`config.mk`:
```
export PLATFORM = sky130hd
export DESIGN_NAME = i2c_regwr_master
export DESIGN_NICKNAME = d
export VERILOG_FILES = /design/src/rtl/i2c_regwr_pkg.sv /design/src/rtl/i2c_qtick.sv /design/src/rtl/i2c_line_drv.sv /design/src/rtl/i2c_wr_seq.sv /design/src/rtl/i2c_regwr_master.sv
export SDC_FILE = /design/constraint.sdc
export NUM_CORES = 1
export LEC_CHECK = 0
export BUFFER_PORTS_ARGS = -buffer_cell sky130_fd_sc_hd__buf_2
export CORE_MARGIN = 1.5
export CORE_UTILIZATION = 40
export CTS_BUF_LIST = sky130_fd_sc_hd__clkbuf_2 sky130_fd_sc_hd__clkbuf_4 sky130_fd_sc_hd__clkbuf_8
export DETAILED_ROUTE_END_ITERATION = 8
export PLACE_DENSITY = 0.73
export SLEW_MARGIN = 10
export SYNTH_ARGS = -nofsm -noshare
export SYNTH_HDL_FRONTEND = slang
export SYNTH_SLANG_ARGS = --single-unit
```
`constraint.sdc`:
```
create_clock -name clk -period 1.52 [get_ports clk]
set_clock_uncertainty 0.05 [all_clocks]
set_input_delay 0.304 -clock clk [delete_from_list [all_inputs] [get_ports clk]]
set_output_delay 0.304 -clock clk [all_outputs]
set_load 0.1 [all_outputs]
```
`src/rtl/i2c_regwr_pkg.sv`:
```
package i2c_regwr_pkg;
  localparam int BYTE_W  = 8;
  localparam int NBYTES  = 3;
  localparam int FRAME_W = BYTE_W * NBYTES;
  localparam int BIDX_W  = $clog2(BYTE_W);
  localparam int NIDX_W  = $clog2(NBYTES);

  typedef enum logic [2:0] {
    ST_IDLE,
    ST_START,
    ST_BIT,
    ST_ACK,
    ST_STOP
  } wr_state_e;
endpackage

```
`src/rtl/i2c_qtick.sv`:
```
module i2c_qtick #(
  parameter int QDIV = 31
) (
  input  logic clk,
  input  logic rst_n,
  input  logic clear,
  output logic tick
);
  localparam int CW = (QDIV > 1) ? $clog2(QDIV) : 1;
  localparam logic [CW-1:0] LAST = CW'(QDIV - 1);

  logic [CW-1:0] cnt;

  assign tick = (cnt == LAST);

  always_ff @(posedge clk or negedge rst_n) begin
    if (!rst_n)              cnt <= '0;
    else if (clear || tick)  cnt <= '0;
    else                     cnt <= cnt + 1'b1;
  end

  generate
    if (QDIV > 1) begin : g_spacing
      AST_TICK_SPACED: assert property (@(posedge clk) disable iff (!rst_n)
        tick |=> !tick);
    end
  endgenerate
endmodule

```
`src/rtl/i2c_line_drv.sv`:
```
module i2c_line_drv
  import i2c_regwr_pkg::*;
(
  input  logic      clk,
  input  logic      rst_n,
  input  wr_state_e st_i,
  input  logic [1:0] phase_i,
  input  logic      bit_i,
  output logic      scl_oe,
  output logic      sda_oe
);
  logic scl_lv, sda_lv;

  // quarter-phase wave shapes; a 1 means the line is released
  always_comb begin
    scl_lv = 1'b1;
    sda_lv = 1'b1;
    case (st_i)
      ST_START: begin
        scl_lv = (phase_i != 2'd3);
        sda_lv = (phase_i < 2'd2);
      end
      ST_BIT: begin
        scl_lv = (phase_i == 2'd1) || (phase_i == 2'd2);
        sda_lv = bit_i;
      end
      ST_ACK: begin
        scl_lv = (phase_i == 2'd1) || (phase_i == 2'd2);
        sda_lv = 1'b1;
      end
      ST_STOP: begin
        scl_lv = (phase_i != 2'd0);
        sda_lv = (phase_i >= 2'd2);
      end
      default: begin
        scl_lv = 1'b1;
        sda_lv = 1'b1;
      end
    endcase
  end

  always_ff @(posedge clk or negedge rst_n) begin
    if (!rst_n) begin
      scl_oe <= 1'b0;
      sda_oe <= 1'b0;
    end else begin
      scl_oe <= !scl_lv;
      sda_oe <= !sda_lv;
    end
  end

  AST_SDA_STABLE_SCL_HIGH: assert property (@(posedge clk) disable iff (!rst_n)
    (!scl_oe && !$past(scl_oe) && (sda_oe != $past(sda_oe)))
      |-> ($past(st_i) == ST_START || $past(st_i) == ST_STOP));
endmodule

```
`src/rtl/i2c_wr_seq.sv`:
```
module i2c_wr_seq
  import i2c_regwr_pkg::*;
#(
  parameter logic [3:0] TYPE_ID = 4'b1010
) (
  input  logic              clk,
  input  logic              rst_n,
  input  logic              tick,
  input  logic              cmd_valid,
  output logic              cmd_ready,
  input  logic [2:0]        cmd_sel,
  input  logic [BYTE_W-1:0] cmd_reg,
  input  logic [BYTE_W-1:0] cmd_data,
  input  logic              scl_in,
  input  logic              sda_in,
  output logic              accept,
  output wr_state_e         st_o,
  output logic [1:0]        phase_o,
  output logic              bit_o,
  output logic              busy,
  output logic              done,
  output logic              nack_error
);
  localparam logic [NIDX_W-1:0] LAST_BYTE = NIDX_W'(NBYTES - 1);
  localparam logic [BIDX_W-1:0] TOP_BIT   = BIDX_W'(BYTE_W - 1);

  wr_state_e          st;
  logic [1:0]         phase;
  logic [NIDX_W-1:0]  byte_idx;
  logic [BIDX_W-1:0]  bit_idx;
  logic [FRAME_W-1:0] shreg;
  logic               ack_bad;
  logic               nacked;
  logic               done_q, nack_q;

  assign cmd_ready  = (st == ST_IDLE) && scl_in && sda_in;
  assign accept     = cmd_valid && cmd_ready;
  assign st_o       = st;
  assign phase_o    = phase;
  assign bit_o      = shreg[FRAME_W-1];
  assign busy       = (st != ST_IDLE);
  assign done       = done_q;
  assign nack_error = nack_q;

  always_ff @(posedge clk or negedge rst_n) begin
    if (!rst_n) begin
      st       <= ST_IDLE;
      phase    <= 2'd0;
      byte_idx <= '0;
      bit_idx  <= '0;
      shreg    <= '0;
      ack_bad  <= 1'b0;
      nacked   <= 1'b0;
      done_q   <= 1'b0;
      nack_q   <= 1'b0;
    end else begin
      done_q <= 1'b0;
      nack_q <= 1'b0;
      if (accept) begin
        st       <= ST_START;
        phase    <= 2'd0;
        byte_idx <= '0;
        bit_idx  <= TOP_BIT;
        shreg    <= {TYPE_ID, cmd_sel, 1'b0, cmd_reg, cmd_data};
        ack_bad  <= 1'b0;
        nacked   <= 1'b0;
      end else if (tick && st != ST_IDLE) begin
        if (st == ST_ACK && phase == 2'd2) ack_bad <= sda_in;
        if (phase != 2'd3) begin
          phase <= phase + 2'd1;
        end else begin
          phase <= 2'd0;
          case (st)
            ST_START: st <= ST_BIT;
            ST_BIT: begin
              shreg <= {shreg[FRAME_W-2:0], 1'b0};
              if (bit_idx == '0) st <= ST_ACK;
              else               bit_idx <= bit_idx - 1'b1;
            end
            ST_ACK: begin
              if (ack_bad) begin
                nacked <= 1'b1;
                st     <= ST_STOP;
              end else if (byte_idx == LAST_BYTE) begin
                st <= ST_STOP;
              end else begin
                byte_idx <= byte_idx + 1'b1;
                bit_idx  <= TOP_BIT;
                st       <= ST_BIT;
              end
            end
            ST_STOP: begin
              st     <= ST_IDLE;
              done_q <= !nacked;
              nack_q <= nacked;
            end
            default: st <= ST_IDLE;
          endcase
        end
      end
    end
  end

  AST_START_FROM_FREE_BUS: assert property (@(posedge clk) disable iff (!rst_n)
    $rose(busy) |-> $past(scl_in && sda_in));
  AST_DONE_ONE_CYCLE: assert property (@(posedge clk) disable iff (!rst_n)
    done |=> !done);
  AST_NACK_ONE_CYCLE: assert property (@(posedge clk) disable iff (!rst_n)
    nack_error |=> !nack_error);
  AST_RESULT_EXCLUSIVE: assert property (@(posedge clk) disable iff (!rst_n)
    !(done && nack_error));
endmodule

```
`src/rtl/i2c_regwr_master.sv`:
```
module i2c_regwr_master
  import i2c_regwr_pkg::*;
#(
  parameter int         QDIV    = 31,
  parameter logic [3:0] TYPE_ID = 4'b1010
) (
  input  logic       clk,
  input  logic       rst_n,
  input  logic       cmd_valid,
  output logic       cmd_ready,
  input  logic [2:0] cmd_sel,
  input  logic [7:0] cmd_reg,
  input  logic [7:0] cmd_data,
  output logic       busy,
  output logic       done,
  output logic       nack_error,
  input  logic       scl_in,
  input  logic       sda_in,
  output logic       scl_oe,
  output logic       sda_oe
);
  logic       tick, accept, bit_val;
  logic [1:0] phase;
  wr_state_e  st;

  i2c_qtick #(.QDIV(QDIV)) u_tick (
    .clk(clk), .rst_n(rst_n), .clear(accept), .tick(tick)
  );

  i2c_wr_seq #(.TYPE_ID(TYPE_ID)) u_seq (
    .clk(clk), .rst_n(rst_n), .tick(tick),
    .cmd_valid(cmd_valid), .cmd_ready(cmd_ready),
    .cmd_sel(cmd_sel), .cmd_reg(cmd_reg), .cmd_data(cmd_data),
    .scl_in(scl_in), .sda_in(sda_in),
    .accept(accept), .st_o(st), .phase_o(phase), .bit_o(bit_val),
    .busy(busy), .done(done), .nack_error(nack_error)
  );

  i2c_line_drv u_drv (
    .clk(clk), .rst_n(rst_n), .st_i(st), .phase_i(phase), .bit_i(bit_val),
    .scl_oe(scl_oe), .sda_oe(sda_oe)
  );

  AST_RELEASED_AT_END: assert property (@(posedge clk) disable iff (!rst_n)
    $fell(busy) |-> (!scl_oe && !sda_oe));
endmodule

```
Yosys cells after proc, flatten, opt, wreduce, memory -nomap -nowiden
Index checks and enable logic that the tools add are counted.

storage, ports and cells
  memory bits (writable) = 0
  register bits after elaboration = 45
  bits in latches = 0
  memories = 0
  memory bits (read-only) = 0
  bits of input ports = 24
  word-level logic and storage cells = 107

cells by class
  multipliers = 0
  reductions and logical operators = 27
  muxes and demuxes = 46
  divide/modulo/power cells = 0
  add/sub/neg operators = 4
  order comparisons = 2
  shifts and indexed selects = 0
  equal/unequal tests = 16
  bitwise operators = 0

operator list
  cell                                                 number
  2-to-1 mux 24 bit                                    4
  2-to-1 mux 3 bit                                     12
  2-to-1 mux 2 bit                                     9
  2-to-1 mux 1 bit                                     16
  != test 3 bit, second input constant                 4
  nonzero test 2 bit                                   6
  one-hot mux 3 bit (3 select lines)                   1
  != test 2 bit, second input constant                 4
  equality test 3 x 2 -> 1 bit, second input constant  2
  logical NOT 3 bit                                    2
  one-hot mux 1 bit (3 select lines)                   2
  one-hot mux 3 bit (2 select lines)                   1
  AND reduction 3 bit                                  2
  AND reduction 6 bit                                  1
  nonzero test 3 bit                                   2
  adder 5 x 1 -> 5 bit, second input constant          1
  equality test 5 bit, second input constant           1
  logical AND 1 bit                                    5
  2-to-1 mux 5 bit                                     1
  AND reduction 5 bit                                  1
  adder 2 x 1 -> 2 bit, second input constant          2
  equality test 2 bit, second input constant           2
  AND reduction 4 bit                                  1
  equality test 3 x 1 -> 1 bit, second input constant  1
  other kinds (9)                                      12

Depth between registers and ports, before layout
  word-level depth = 7
  depth in mapped cells = 7
  mapped depth without buffers = 6

Hierarchy
From an unflattened synthesis, not the netlist that was laid out.

second synthesis, totals
  cells, all modules = 236
  area total of the unflattened synthesis = 2,338.5 µm²

by module, submodules not included
  module        cells an instance  seq. area each (µm²)  area an instance (µm²)  times used
  i2c_wr_seq    198                950.9                 1,948.1                 1
  i2c_qtick     20                 125.1                 229.0                   1
  i2c_line_drv  18                 50.0                  161.4                   1

Worst setup path after synthesis
No wires, ideal clock.

  kind = reg-to-output
  start point = register u_seq.st[2] (netlist: u_seq.st_o[2])
  end point = output port cmd_ready
  required time = 1,166 ps
  data arrival time = 1,446 ps
  path slack = -280 ps
  cell stages (with the launch flop) = 3
  buffers on the path = 0
  path through = dfrtp_1 > nor3_2 > and3_1

between the ends
  longest elaborated chain between the ends = 3

RTL lines
  item                             line                    text
  start, declared                  i2c_wr_seq.sv:27        wr_state_e st;
  start signal, assigned           i2c_wr_seq.sv:47        st <= ST_IDLE;
  start signal, assigned           i2c_wr_seq.sv:60        st <= ST_START;
  start signal, assigned           i2c_wr_seq.sv:74        ST_START: st <= ST_BIT;
  logical NOT 3 bit                i2c_wr_seq.sv:36        assign cmd_ready = (st == ST_IDLE) && scl_in && sda_in;
  logical AND 1 bit (2 in series)  i2c_wr_seq.sv:36
  end, declared                    i2c_regwr_master.sv:10  output logic cmd_ready,

Every way passes these cells.

Worst setup path in the final report
  start point = register u_seq.st[0] (netlist: u_seq.st_o[0])
  end point = output port cmd_ready

Same word-level chain as after synthesis.

==> impl_metrics.env <==
export IMPL_status="finished, violations left"
export IMPL_violations="negative setup slack"
export IMPL_drive_above_1_share_pct=45.8
export IMPL_final_util_pct=61.0
export IMPL_power_density_nw_per_um2=1020
export IMPL_root_buffer="clkbuf_8"
export IMPL_synth_cell_types=39
export IMPL_p_int_w=0.00226
export IMPL_swShare_pct=33.4
export IMPL_grt_pass1_vias=1936
export IMPL_setup_violations=45
export IMPL_critPathBufInv=2
export IMPL_wl_met2_mm=3.04
export IMPL_via_per_inst=5.12
export IMPL_peakVddDrop_mv=0.722
export IMPL_place_congestion=0.785
export IMPL_p_leak_nw=1.60
export IMPL_layout_common_cells="45 x dfrtp_1, 27 x buf_2, 27 x buf_4"
export IMPL_netlist_instances=215
export IMPL_cp_arrival_ns=1.45
export IMPL_tns_ns=-8.84
export IMPL_crit_type="flop to primary output"
export IMPL_ios=30
export IMPL_cpMaxStageDelayCell="dfrtp_1"
export IMPL_syn_area_per_cell_um2=10.4
export IMPL_grt_pass1_wl_mm=9.02
export IMPL_grt_use_total_pct=19.0
export IMPL_hp_class="primary input to flop"
export IMPL_maxSlewViolCount=0
export IMPL_fin_crit_sh_pct=119
export IMPL_highest_layer="met4"
export IMPL_antenna_cells=0
export IMPL_mostFrequentLayoutCell="dfrtp_1"
export IMPL_rsz0062_at_grt="true"
export IMPL_die_area_um2=6040
export IMPL_power_w=0.00340
export IMPL_dr_wl_met3_um=216
export IMPL_drtPass1Iterations=4
export IMPL_place_hpwl_mm=3.01
export IMPL_detailedPlace_worstSlack_ns=-0.189
export IMPL_fmax_ghz=0.554
export IMPL_initial_core_util_pct=41.1
export IMPL_cp_start_kind="flop"
export IMPL_grt_max_degree=29
export IMPL_rows=27
export IMPL_cts_max_level=2
export IMPL_crit_fanout=2
export IMPL_crit_path_max_incr_delay_ns=0.40
export IMPL_yosysTopAreaCell="dfrtp_1"
export IMPL_die_x_um=77.7
export IMPL_cts_tree="yes"
export IMPL_fin_ws_ns=-0.284
export IMPL_antenna_found_initial=0
export IMPL_syn_to_final_growth_pct=48.4
export IMPL_cts_inserted_buffers=5
export IMPL_cp_data_required_time_ns=1.17
export IMPL_fp_coreArea_um2=5440
export IMPL_post_dp_cell_area_um2=2710
export IMPL_ys_top_cells_by_area="dfrtp_1 50%, mux2i_1 11%, nand2_1 4.5%"
export IMPL_synth_top_area_share_pct=50.4
export IMPL_vias=1891
export IMPL_critPathTopFamily="simple AND/OR/NAND/NOR gates"
export IMPL_cts_num_sinks=45
export IMPL_netlist_area_um2=2230
export IMPL_drtAntennaViolNets=0
export IMPL_ys_seq_area_share_pct=50.4
export IMPL_layout_nets=328
export IMPL_met1Wirelength_mm=2.40
export IMPL_period_needed_ns=1.80
export IMPL_wl_per_cell_um=15.6
export IMPL_finalHoldViolations=0
export IMPL_dieHeight_um=77.7
export IMPL_power_frac_comb_pct=31.5
export IMPL_ys_ff_latch=45
export IMPL_cap_viol_max_count=0
export IMPL_stdcell_area_um2=3320
export IMPL_seq_power_share_pct=44.6
export IMPL_drc_errors=0
export IMPL_endpoint_kind="primary output"
export IMPL_clockBufferDepth=2
export IMPL_syn_nets=247
export IMPL_p_clk_share_pct=23.9
export IMPL_grt_overflow_total=0
export IMPL_clock_latency_ns=0.31
export IMPL_slew_limit_headroom_pct=67.9
export IMPL_drt_iter0_drc=93
export IMPL_yosysWarnings=0
export IMPL_portBuffers=29
export IMPL_crit_chain="nor3_2 -> buf_4 -> and3_4 -> buf_12"
export IMPL_wirelength_mm=5.76
export IMPL_worst_slew_pin_slew_ns=0.484
export IMPL_p_switching_w=0.00114
export IMPL_clkSlewWorstSetupHoldPaths_ns=0.10
export IMPL_fillCellCount=401
cell families (layout without fill, tap and decap cells):
kind of cell	after synthesis	after routing	synth area share (%)
compound gates	41	41	9.97
xor+xnor	4	4	1.57
fa+ha+maj	8	8	4.48
buf+inv	18	99	4.59
flops	45	45	50.4
mux	24	24	10.8
simple gates	75	76	18.3
per-layer routing:
layer	up-vias	track usage (%)
met1	923	23.1
met5	-	0
met2	49	32.3
met4	0	6.91
met3	11	4.59
li1	908	-
final timing paths:
path,from,cells after the start,slack (ns),to
min reg2reg,u_seq.shreg[0],2,0.47,u_seq.shreg[0]
min,cmd_data[0],3,0.14,u_seq.shreg[0]
min in group asynchronous,rst_n,2,0.42,u_seq.st_o[2]
max,u_seq.st_o[0],4,-0.28,cmd_ready
max in group asynchronous,rst_n,3,0.50,u_seq.bit_idx[1]
max reg2reg,u_seq.st_o[0],9,-0.26,u_seq.shreg[15]
power groups by stage:
stage	Combinational [W]	Clock (W)	Sequential [W]
2_1_floorplan	0.000420	0	0.00163
3_3_place_gp	0.000836	0	0.00152
3_5_place_dp	0.000864	0	0.00153
4_1_cts	0.000949	0.000835	0.00151
5_1_grt	0.00120	0.000896	0.00154
6_report	0.00107	0.000814	0.00152
timing repair:
item	CTS	global route
gates cloned	4	5
setup buffers	12	7
gates resized for setup	48	26
hold buffers	1	0
endpoints found under the hold margin	17	0
setup endpoints to repair	38	45
pin swaps	27	10
worst reg2reg max path: stages, from the launching register on:
cell and delay, ns:
dfrtp_1 0.40, nor3_2 0.23, bufinv_8 0.22, buf_6 0.12
buf_6 0.11, nor2_4 0.09, buf_12 0.16, buf_4 0.12
buf_6 0.10, o21ai_0 0.08
through the flow:
step	instances	hold WS, ns
after global routing	369	0.141
after floorplan	215	-0.0416
after global placement	335	0.228
after CTS	359	0.127
final	369	0.143
after detailed placement	335	0.231
Yosys cell counts (all sizes together):
library cell,number
and3,3
nand2b,1
and2,1
and3b,1
nand4,3
inv,7
a21o,1
clkbuf,2
xor2,2
xnor2,2
or2,3
nand3b,1
buf,9
o21ai,26
nor2b,3
a31oi,2
a22oi,1
mux2i,24
o31ai,1
nor3,4
dfrtp,45
a21oi,8
nand2,27
and4,3
nor2,16
or3,3
o32ai,2
ha,8
nand3,6
state kept, by name, summed over array words and instances (netlist names):
signal,count
u_seq.done,1
u_seq.bit_idx,3
u_seq.nack_error,1
u_drv.scl_oe,1
u_seq.phase_o,2
u_seq.nacked,1
u_seq.shreg,24
u_seq.st_o,3
u_seq.ack_bad,1
u_drv.sda_oe,1
u_seq.byte_idx,2
u_tick.cnt,5
layout make-up:
type	count	area, µm²	share of cell area, %
well taps	72	90.1	2.72
flip-flops and latches	45	1130	33.9
inverters	7	40.0	1.21
clock buffers	5	68.8	2.07
repair buffers	84	795	24.0
multi-input cells	153	1170	35.2
clock inverters	3	28.8	0.868
Note: power is estimated with default switching activity, not from simulation.
